`src/rtl/gpio_pkg.sv`:
```
package gpio_pkg;
  localparam int unsigned GPIO_BYTE_W = 8;
  typedef logic [GPIO_BYTE_W-1:0] gpio_byte_t;

  // Merge rule: output lines report the stored value, inputs the pin level.
  function automatic gpio_byte_t merge_level(gpio_byte_t stored,
                                              gpio_byte_t dir,
                                              gpio_byte_t sensed);
    return (stored & dir) | (sensed & ~dir);
  endfunction
endpackage

```
`src/rtl/gpio_rst_sync.sv`:
```
module gpio_rst_sync (
  input  logic clk,
  input  logic rst_n,
  output logic srst_n
);
  logic [1:0] stage_q;

  always_ff @(posedge clk or negedge rst_n) begin
    if (!rst_n) stage_q <= 2'b00;
    else        stage_q <= {stage_q[0], 1'b1};
  end

  assign srst_n = stage_q[1];
endmodule

```
`src/rtl/gpio_in_sync.sv`:
```
module gpio_in_sync #(
  parameter int unsigned WIDTH = 16
) (
  input  logic             clk,
  input  logic             srst_n,
  input  logic [WIDTH-1:0] async_i,
  output logic [WIDTH-1:0] sync_o
);
  logic [WIDTH-1:0] meta_q;
  logic [WIDTH-1:0] sync_q;

  always_ff @(posedge clk or negedge srst_n) begin
    if (!srst_n) begin
      meta_q <= '0;
      sync_q <= '0;
    end else begin
      meta_q <= async_i;
      sync_q <= meta_q;
    end
  end

  assign sync_o = sync_q;
endmodule

```
`src/rtl/gpio_byte_lane.sv`:
```
module gpio_byte_lane
  import gpio_pkg::*;
#(
  parameter gpio_byte_t DIR_RST = '0
) (
  input  logic       clk,
  input  logic       srst_n,
  input  logic       data_we,
  input  logic       dir_we,
  input  gpio_byte_t wdata,
  output gpio_byte_t data_q,
  output gpio_byte_t dir_q
);
  gpio_byte_t data_d;
  gpio_byte_t dir_d;

  always_comb begin
    data_d = data_q;
    dir_d  = dir_q;
    // Only lines currently configured as outputs take the written bit.
    if (data_we) data_d = (data_q & ~dir_q) | (wdata & dir_q);
    if (dir_we)  dir_d  = wdata;
  end

  always_ff @(posedge clk or negedge srst_n) begin
    if (!srst_n) begin
      data_q <= '0;
      dir_q  <= DIR_RST;
    end else begin
      if (data_we) data_q <= data_d;
      if (dir_we)  dir_q  <= dir_d;
    end
  end
endmodule

```
`src/rtl/gpio16_port.sv`:
```
module gpio16_port
  import gpio_pkg::*;
#(
  parameter int unsigned LINE_W   = 16,
  parameter int unsigned ADDR_W   = 12,
  parameter int unsigned LEG_OFS  = 'h400,
  parameter int unsigned DATA_OFS = 'h404
) (
  input  logic              clk,
  input  logic              rst_n,
  input  logic [ADDR_W-1:0] bus_addr,
  input  logic [7:0]        bus_wdata,
  input  logic              bus_we,
  output logic [7:0]        bus_rdata,
  output logic [LINE_W-1:0] pin_out,
  output logic [LINE_W-1:0] pin_oe,
  input  logic [LINE_W-1:0] pin_in
);
  localparam int unsigned NBYTES  = LINE_W / GPIO_BYTE_W;
  localparam int unsigned DIR_OFS = DATA_OFS + NBYTES;
  localparam int unsigned LEG_RD  = NBYTES - 1;

  logic              srst_n;
  logic [LINE_W-1:0] pin_sync;
  logic [NBYTES-1:0] sel_data;
  logic [NBYTES-1:0] sel_dir;
  logic              sel_leg;
  gpio_byte_t        data_b [NBYTES];
  gpio_byte_t        dir_b  [NBYTES];
  gpio_byte_t        lvl_b  [NBYTES];

  gpio_rst_sync u_rst (.clk(clk), .rst_n(rst_n), .srst_n(srst_n));

  gpio_in_sync #(.WIDTH(LINE_W)) u_insync (
    .clk(clk), .srst_n(srst_n), .async_i(pin_in), .sync_o(pin_sync)
  );

  // Address decode
  always_comb begin
    sel_leg = (bus_addr == ADDR_W'(LEG_OFS));
    for (int k = 0; k < NBYTES; k++) begin
      sel_data[k] = (bus_addr == ADDR_W'(DATA_OFS + k));
      sel_dir[k]  = (bus_addr == ADDR_W'(DIR_OFS + k));
    end
  end

  for (genvar k = 0; k < NBYTES; k++) begin : g_lane
    localparam gpio_byte_t LANE_DIR_RST = (k == 0) ? '1 : '0;
    logic data_we;
    logic dir_we;

    // The legacy register aliases the lowest data byte.
    if (k == 0) begin : g_alias
      assign data_we = bus_we & (sel_data[k] | sel_leg);
    end else begin : g_plain
      assign data_we = bus_we & sel_data[k];
    end
    assign dir_we = bus_we & sel_dir[k];

    gpio_byte_lane #(.DIR_RST(LANE_DIR_RST)) u_lane (
      .clk    (clk),
      .srst_n (srst_n),
      .data_we(data_we),
      .dir_we (dir_we),
      .wdata  (bus_wdata),
      .data_q (data_b[k]),
      .dir_q  (dir_b[k])
    );

    assign lvl_b[k] = merge_level(data_b[k], dir_b[k],
                                  pin_sync[k*GPIO_BYTE_W +: GPIO_BYTE_W]);
    assign pin_out[k*GPIO_BYTE_W +: GPIO_BYTE_W] = data_b[k];
    assign pin_oe [k*GPIO_BYTE_W +: GPIO_BYTE_W] = dir_b[k];
  end

  // Read mux
  always_comb begin
    bus_rdata = '0;
    if (sel_leg) bus_rdata = lvl_b[LEG_RD];
    for (int k = 0; k < NBYTES; k++) begin
      if (sel_data[k]) bus_rdata = lvl_b[k];
      if (sel_dir[k])  bus_rdata = dir_b[k];
    end
  end
endmodule

```
`config.mk`:
```
export PLATFORM = sky130hd
export DESIGN_NAME = gpio16_port
export DESIGN_NICKNAME = d
export VERILOG_FILES = /design/src/rtl/gpio_pkg.sv /design/src/rtl/gpio_rst_sync.sv /design/src/rtl/gpio_in_sync.sv /design/src/rtl/gpio_byte_lane.sv /design/src/rtl/gpio16_port.sv
export SDC_FILE = /design/constraint.sdc
export NUM_CORES = 1
export LEC_CHECK = 0
export BUFFER_PORTS_ARGS = -buffer_cell sky130_fd_sc_hd__clkbuf_2
export CORE_UTILIZATION = 46
export DETAILED_ROUTE_END_ITERATION = 10
export HOLD_SLACK_MARGIN = 0.12
export PLACE_DENSITY_LB_ADDON = 0.3
export SLEW_MARGIN = 30
export SYNTH_ARGS = -nofsm -noshare
export SYNTH_HDL_FRONTEND = slang
export SYNTH_SLANG_ARGS = --single-unit
```
`constraint.sdc`:
```
create_clock -name clk -period 2 [get_ports clk]
set_clock_uncertainty 0.15 [all_clocks]
set_input_delay 0.3 -clock clk [delete_from_list [all_inputs] [get_ports clk]]
set_output_delay 0.3 -clock clk [all_outputs]
set_load 0.1 [all_outputs]
```
**Yosys cells after proc, flatten, opt, wreduce, memory -nomap -nowiden**

Index checks and enable logic that the tools add are counted.

- Register bits after elaboration: 66
- Word-level logic and storage cells: 36
- Input port bits: 39

- Bitwise operators: 19
- Equality and inequality tests: 5
- Multiplexer cells: 5

Operator list:

| cell | count |
|---|---|
| $and 8x8->8 | 8 |
| $eq 12x11->1 const B | 5 |
| $mux 8 | 5 |
| $or 8x8->8 | 4 |
| $not 8->8 | 2 |
| $and 1x1->1 | 4 |
| $or 1x1->1 | 1 |

**Longest topological paths before layout**

- Depth after elaboration: 8
- Gate-level depth with buffers: 5
- Mapped depth without buffers: 4

**Hierarchy**

Synthesis repeated with hierarchy kept, for this count alone.

- Cells, all modules: 186
- Area total of the unflattened synthesis: 2755.1 µm²

Modules (own cells, without submodules):

| module | times used | area each (µm²) | cells each |
|---|---|---|---|
| gpio_in_sync | 1 | 800.8 | 32 |
| gpio_byte_lane at g_lane[0].u_lane | 1 | 673.1 | 42 |
| gpio_byte_lane at g_lane[1].u_lane | 1 | 663.1 | 42 |
| gpio16_port | 1 | 564.3 | 67 |
| gpio_rst_sync | 1 | 53.8 | 3 |

**Worst setup path after synthesis**

Ideal clock, no wire load.

- Path kind: input-to-output
- Start: in bus_addr[9]
- End: out bus_rdata[0]
- Path buffers: 1
- Arrival: 3.162 ns
- Path slack: -1.612 ns
- Cell stages on the path: 5
- Path through: or4b_4 > nor2_2 > or4b_1 > buf_2 > o221ai_1

- Cells in the longest elaborated chain, start to end: 6

Ends and longest elaborated chain:

| item | RTL line | text |
|---|---|---|
| from (decl) | gpio16_port.sv:11 | `input logic [ADDR_W-1:0] bus_addr,` |
| $eq 12x11->1 | gpio16_port.sv:40 | `sel_leg = (bus_addr == ADDR_W'(LEG_OFS));` |
| $mux 8 | gpio16_port.sv:79 | `if (sel_leg) bus_rdata = lvl_b[LEG_RD];` |
| $mux 8 | gpio16_port.sv:81 | `if (sel_data[k]) bus_rdata = lvl_b[k];` |
| $mux 8 | gpio16_port.sv:82 | `if (sel_dir[k]) bus_rdata = dir_b[k];` |
| $mux 8 | gpio16_port.sv:81 |  |
| $mux 8 * | gpio16_port.sv:82 |  |
| to (decl) | gpio16_port.sv:14 | `output logic [7:0] bus_rdata,` |

Mark *: on every way between the ends. The rest lies on a longest branch, timed or not.

**Final worst setup path**

- Start: in bus_addr[4]
- End: out bus_rdata[4]

The elaborated chain is that of the path after synthesis.

==> results.json <==
{
  "vias": 2205,
  "power.density_mw_per_mm2": 613,
  "min_period_ns": 2.54,
  "hold_viol_final": 0,
  "worstSetupEndpointType": "output pin",
  "hold_path_class": "reg2async",
  "drt_iter0_drc": 69,
  "use_met2_pct": 37.9,
  "synth_compound_area_share_pct": 11.7,
  "worst_slew_pin_slew_ns": 0.557,
  "required_ns": 1.55,
  "cts_made_buffers": 9,
  "ys_top_cells_by_count": "dfrtp_1 (58), mux2_2 (31), nand2_1 (25), a21oi_1 (16), o221ai_1 (15)",
  "pwr-share-comb_pct": 8.3,
  "final_antenna_net_count": 0,
  "synthTopCellsByArea": "dfrtp_1 (52%), mux2_2 (13%), dfstp_2 (7.5%)",
  "max_freq_ghz": 0.394,
  "port_buffers": 78,
  "synth.avg_cell_area_um2": 12.7,
  "status": "finished, violations left",
  "overflow": 0,
  "p_seq_share_pct": 54.2,
  "seq_area_frac_synth_pct": 59.5,
  "fin_crit_sh_pct": 127,
  "drt-pass1-iter-count": 4,
  "p_clk_share_pct": 37.5,
  "die_h_um": 79.9,
  "die_area_mm2": 0.00638,
  "finalSetupTns_ns": -4.24,
  "cts.clk_slew.worst_paths_ns": 0.07,
  "maxSlewViolCount": 0,
  "grtUsageTotal_pct": 23.4,
  "n_fill_cell": 424,
  "netlist_area_mm2": 0.00279,
  "synth_edf_count": 0,
  "areaGrowthSynthToFinish_pct": 49.2,
  "clk_latency_ns": 0.34,
  "path_class": "in2out",
  "p_int_mw": 1.94,
  "clk_path_buf_depth": 2,
  "grt_pass1_vias": 2171,
  "grt_pass1_wl_um": 10700,
  "drc": 0,
  "ioPinCount": 79,
  "die_x_um": 79.9,
  "dp_slack_ns": -0.561,
  "cap_violations": 0,
  "switching_share_pct": 23.9,
  "synth_top_family_by_area": "multiplexers",
  "slew_headroom_pct": 63.0,
  "startpoint_type": "primary input",
  "ys.flop_type": "dfrtp_1",
  "core_mm2": 0.00589,
  "crit_path_max_fanout": 4,
  "cp_cell_sequence": "clkbuf_2, or4_4, nor2_4, or4b_4, buf_8, o221ai_4, buf_12",
  "synth_most_common_cell": "dfrtp_1",
  "cts_max_level": 3,
  "fp-row-count": 28,
  "synth_cell_types": 29,
  "synth_fa_ha_area_share_pct": 0,
  "wl_per_cell_um": 15.7,
  "synthMuxAreaShare_pct": 15.8,
  "antenna_found_initial": 0,
  "cts_tree": "built",
  "violations": "setup timing",
  "slowest_stage": "or4_4",
  "p_switching_uw": 610,
  "leakage_nw": 1.89,
  "synthXorXnorAreaFrac_pct": 0,
  "start_util_pct": 47.4,
  "drive_gt1_share_pct": 49.2,
  "yosysWarnings": 0,
  "place_hpwl_um": 4890,
  "nets": 392,
  "clock_sinks": 66,
  "wl_um": 6800,
  "synth_largest_area_cell": "dfrtp_1",
  "grt_use_met1_pct": 29.0,
  "final_cells": 433,
  "globalplace.congestion": 0.766,
  "use_met3_pct": 6.74,
  "grt_max_degree": 41,
  "syn-num-nets": 259,
  "synth.top_cell.area_share_pct": 52.0,
  "yosys.area_share.simple_pct": 10.4,
  "setup_viol": 8,
  "slowest_delay_ns": 0.55,
  "ys_ff_latch": 66,
  "dp.cells": 389,
  "clockRootBuffer": "clkbuf_8",
  "grt_most_used_layer": "met2",
  "timing.final.ws_setup_ns": -0.535,
  "synthCells": 220,
  "rsz0062_at_grt": "true",
  "diodes": 0,
  "critical_path_arrival_ns": 2.09,
  "ir_worst_vdd_mv": 0.489,
  "ys_async_sr_fraction_pct": 100,
  "viasPerCell": 5.09,
  "post-route-util_pct": 70.7
}
[stage by stage]
step	power, mW	hold WS [ns]	cell area, um^2
after floorplan	1.49	-0.146	2940
after global placement	1.58	-0.0634	3700
after detailed placement	1.58	-0.0617	3700
after CTS	2.58	0.120	4150
after global routing	2.66	0.149	4160
final	2.55	0.105	4160
[layout make-up]
class / count / area, um^2 / area share, %
Tap cell: 75 / 93.8 / 2.25
Multi-Input combinational cell: 136 / 1200 / 28.9
Timing Repair Buffer: 130 / 993 / 23.9
Clock inverter: 5 / 30.0 / 0.721
Sequential cell: 66 / 1660 / 39.9
Inverter: 10 / 37.5 / 0.901
Clock buffer: 11 / 141 / 3.40
[power groups by stage]
stage / Clock (mW) / Sequential [mW] / Combinational, mW
after global placement: 0 / 1.41 / 0.168
after global routing: 1.05 / 1.39 / 0.232
after floorplan: 0 / 1.43 / 0.0602
after CTS: 0.987 / 1.38 / 0.213
final: 0.959 / 1.38 / 0.211
after detailed placement: 0 / 1.41 / 0.172
[kinds of logic after synthesis]
| group | Yosys count |
|---|---|
| flip-flops | 66 |
| AO/OA/AOI/OAI | 48 |
| multiplexers | 40 |
| other | 1 |
| buffers and inverters | 18 |
| AND/OR/NAND/NOR | 47 |
[cell usage in the layout (no fill, tap or decap), types with 2 or more instances in the layout]
master and count:
o221ai_1 8, inv_1 10, dlygate4sd3_1 26, mux2_2 31
buf_12 9, o221ai_4 8, buf_4 23, or4b_4 2
nand2_1 24, o21ai_0 8, clkbuf_2 70, clkinv_2 3
a21oi_1 16, clkbuf_8 10, dfrtp_1 57, mux2i_1 8
dfstp_2 8, clkinvlp_4 2, nor4_4 2, buf_8 2
o21a_1 8, nand2b_1 9
[repair_timing]
item | in CTS | in global routing
endpoints found under the setup margin | 8 | 8
gates resized for setup | 4 | 1
pin swaps | 2 | 3
setup buffers | 1 | 1
hold endpoints to repair | 50 | 0
hold buffers | 26 | 0
[critical path: cells and delay by family]
kind	cells	cell delay, ns
simple gates	3	1.16
buf+inv	3	0.44
compound gates	1	0.16
[per-layer routing]
layer | vias up | part of all wire (%)
met5 | - | 0
met4 | 0 | 2.1
met3 | 12 | 5.1
met2 | 67 | 50
met1 | 1072 | 43
li1 | 1054 | -
[final timing paths]
check                                               start            endpoint  cells after the start  slack [ns]
worst max-delay path                          bus_addr[4]        bus_rdata[4]                      7       -0.54
worst min-delay path                     u_rst.stage_q[1]  u_insync.sync_o[4]                      1        0.11
worst max register to register  g_lane[0].u_lane.dir_q[7]            register                      2        0.79
worst min register to register           u_rst.stage_q[1]  u_insync.sync_o[4]                      1        0.11
max in group asynchronous                           rst_n    u_rst.stage_q[1]                      3        0.92
min in group clk                       u_insync.meta_q[9]  u_insync.sync_o[9]                      0        0.20
Note: power is estimated with default switching activity, not from simulation.
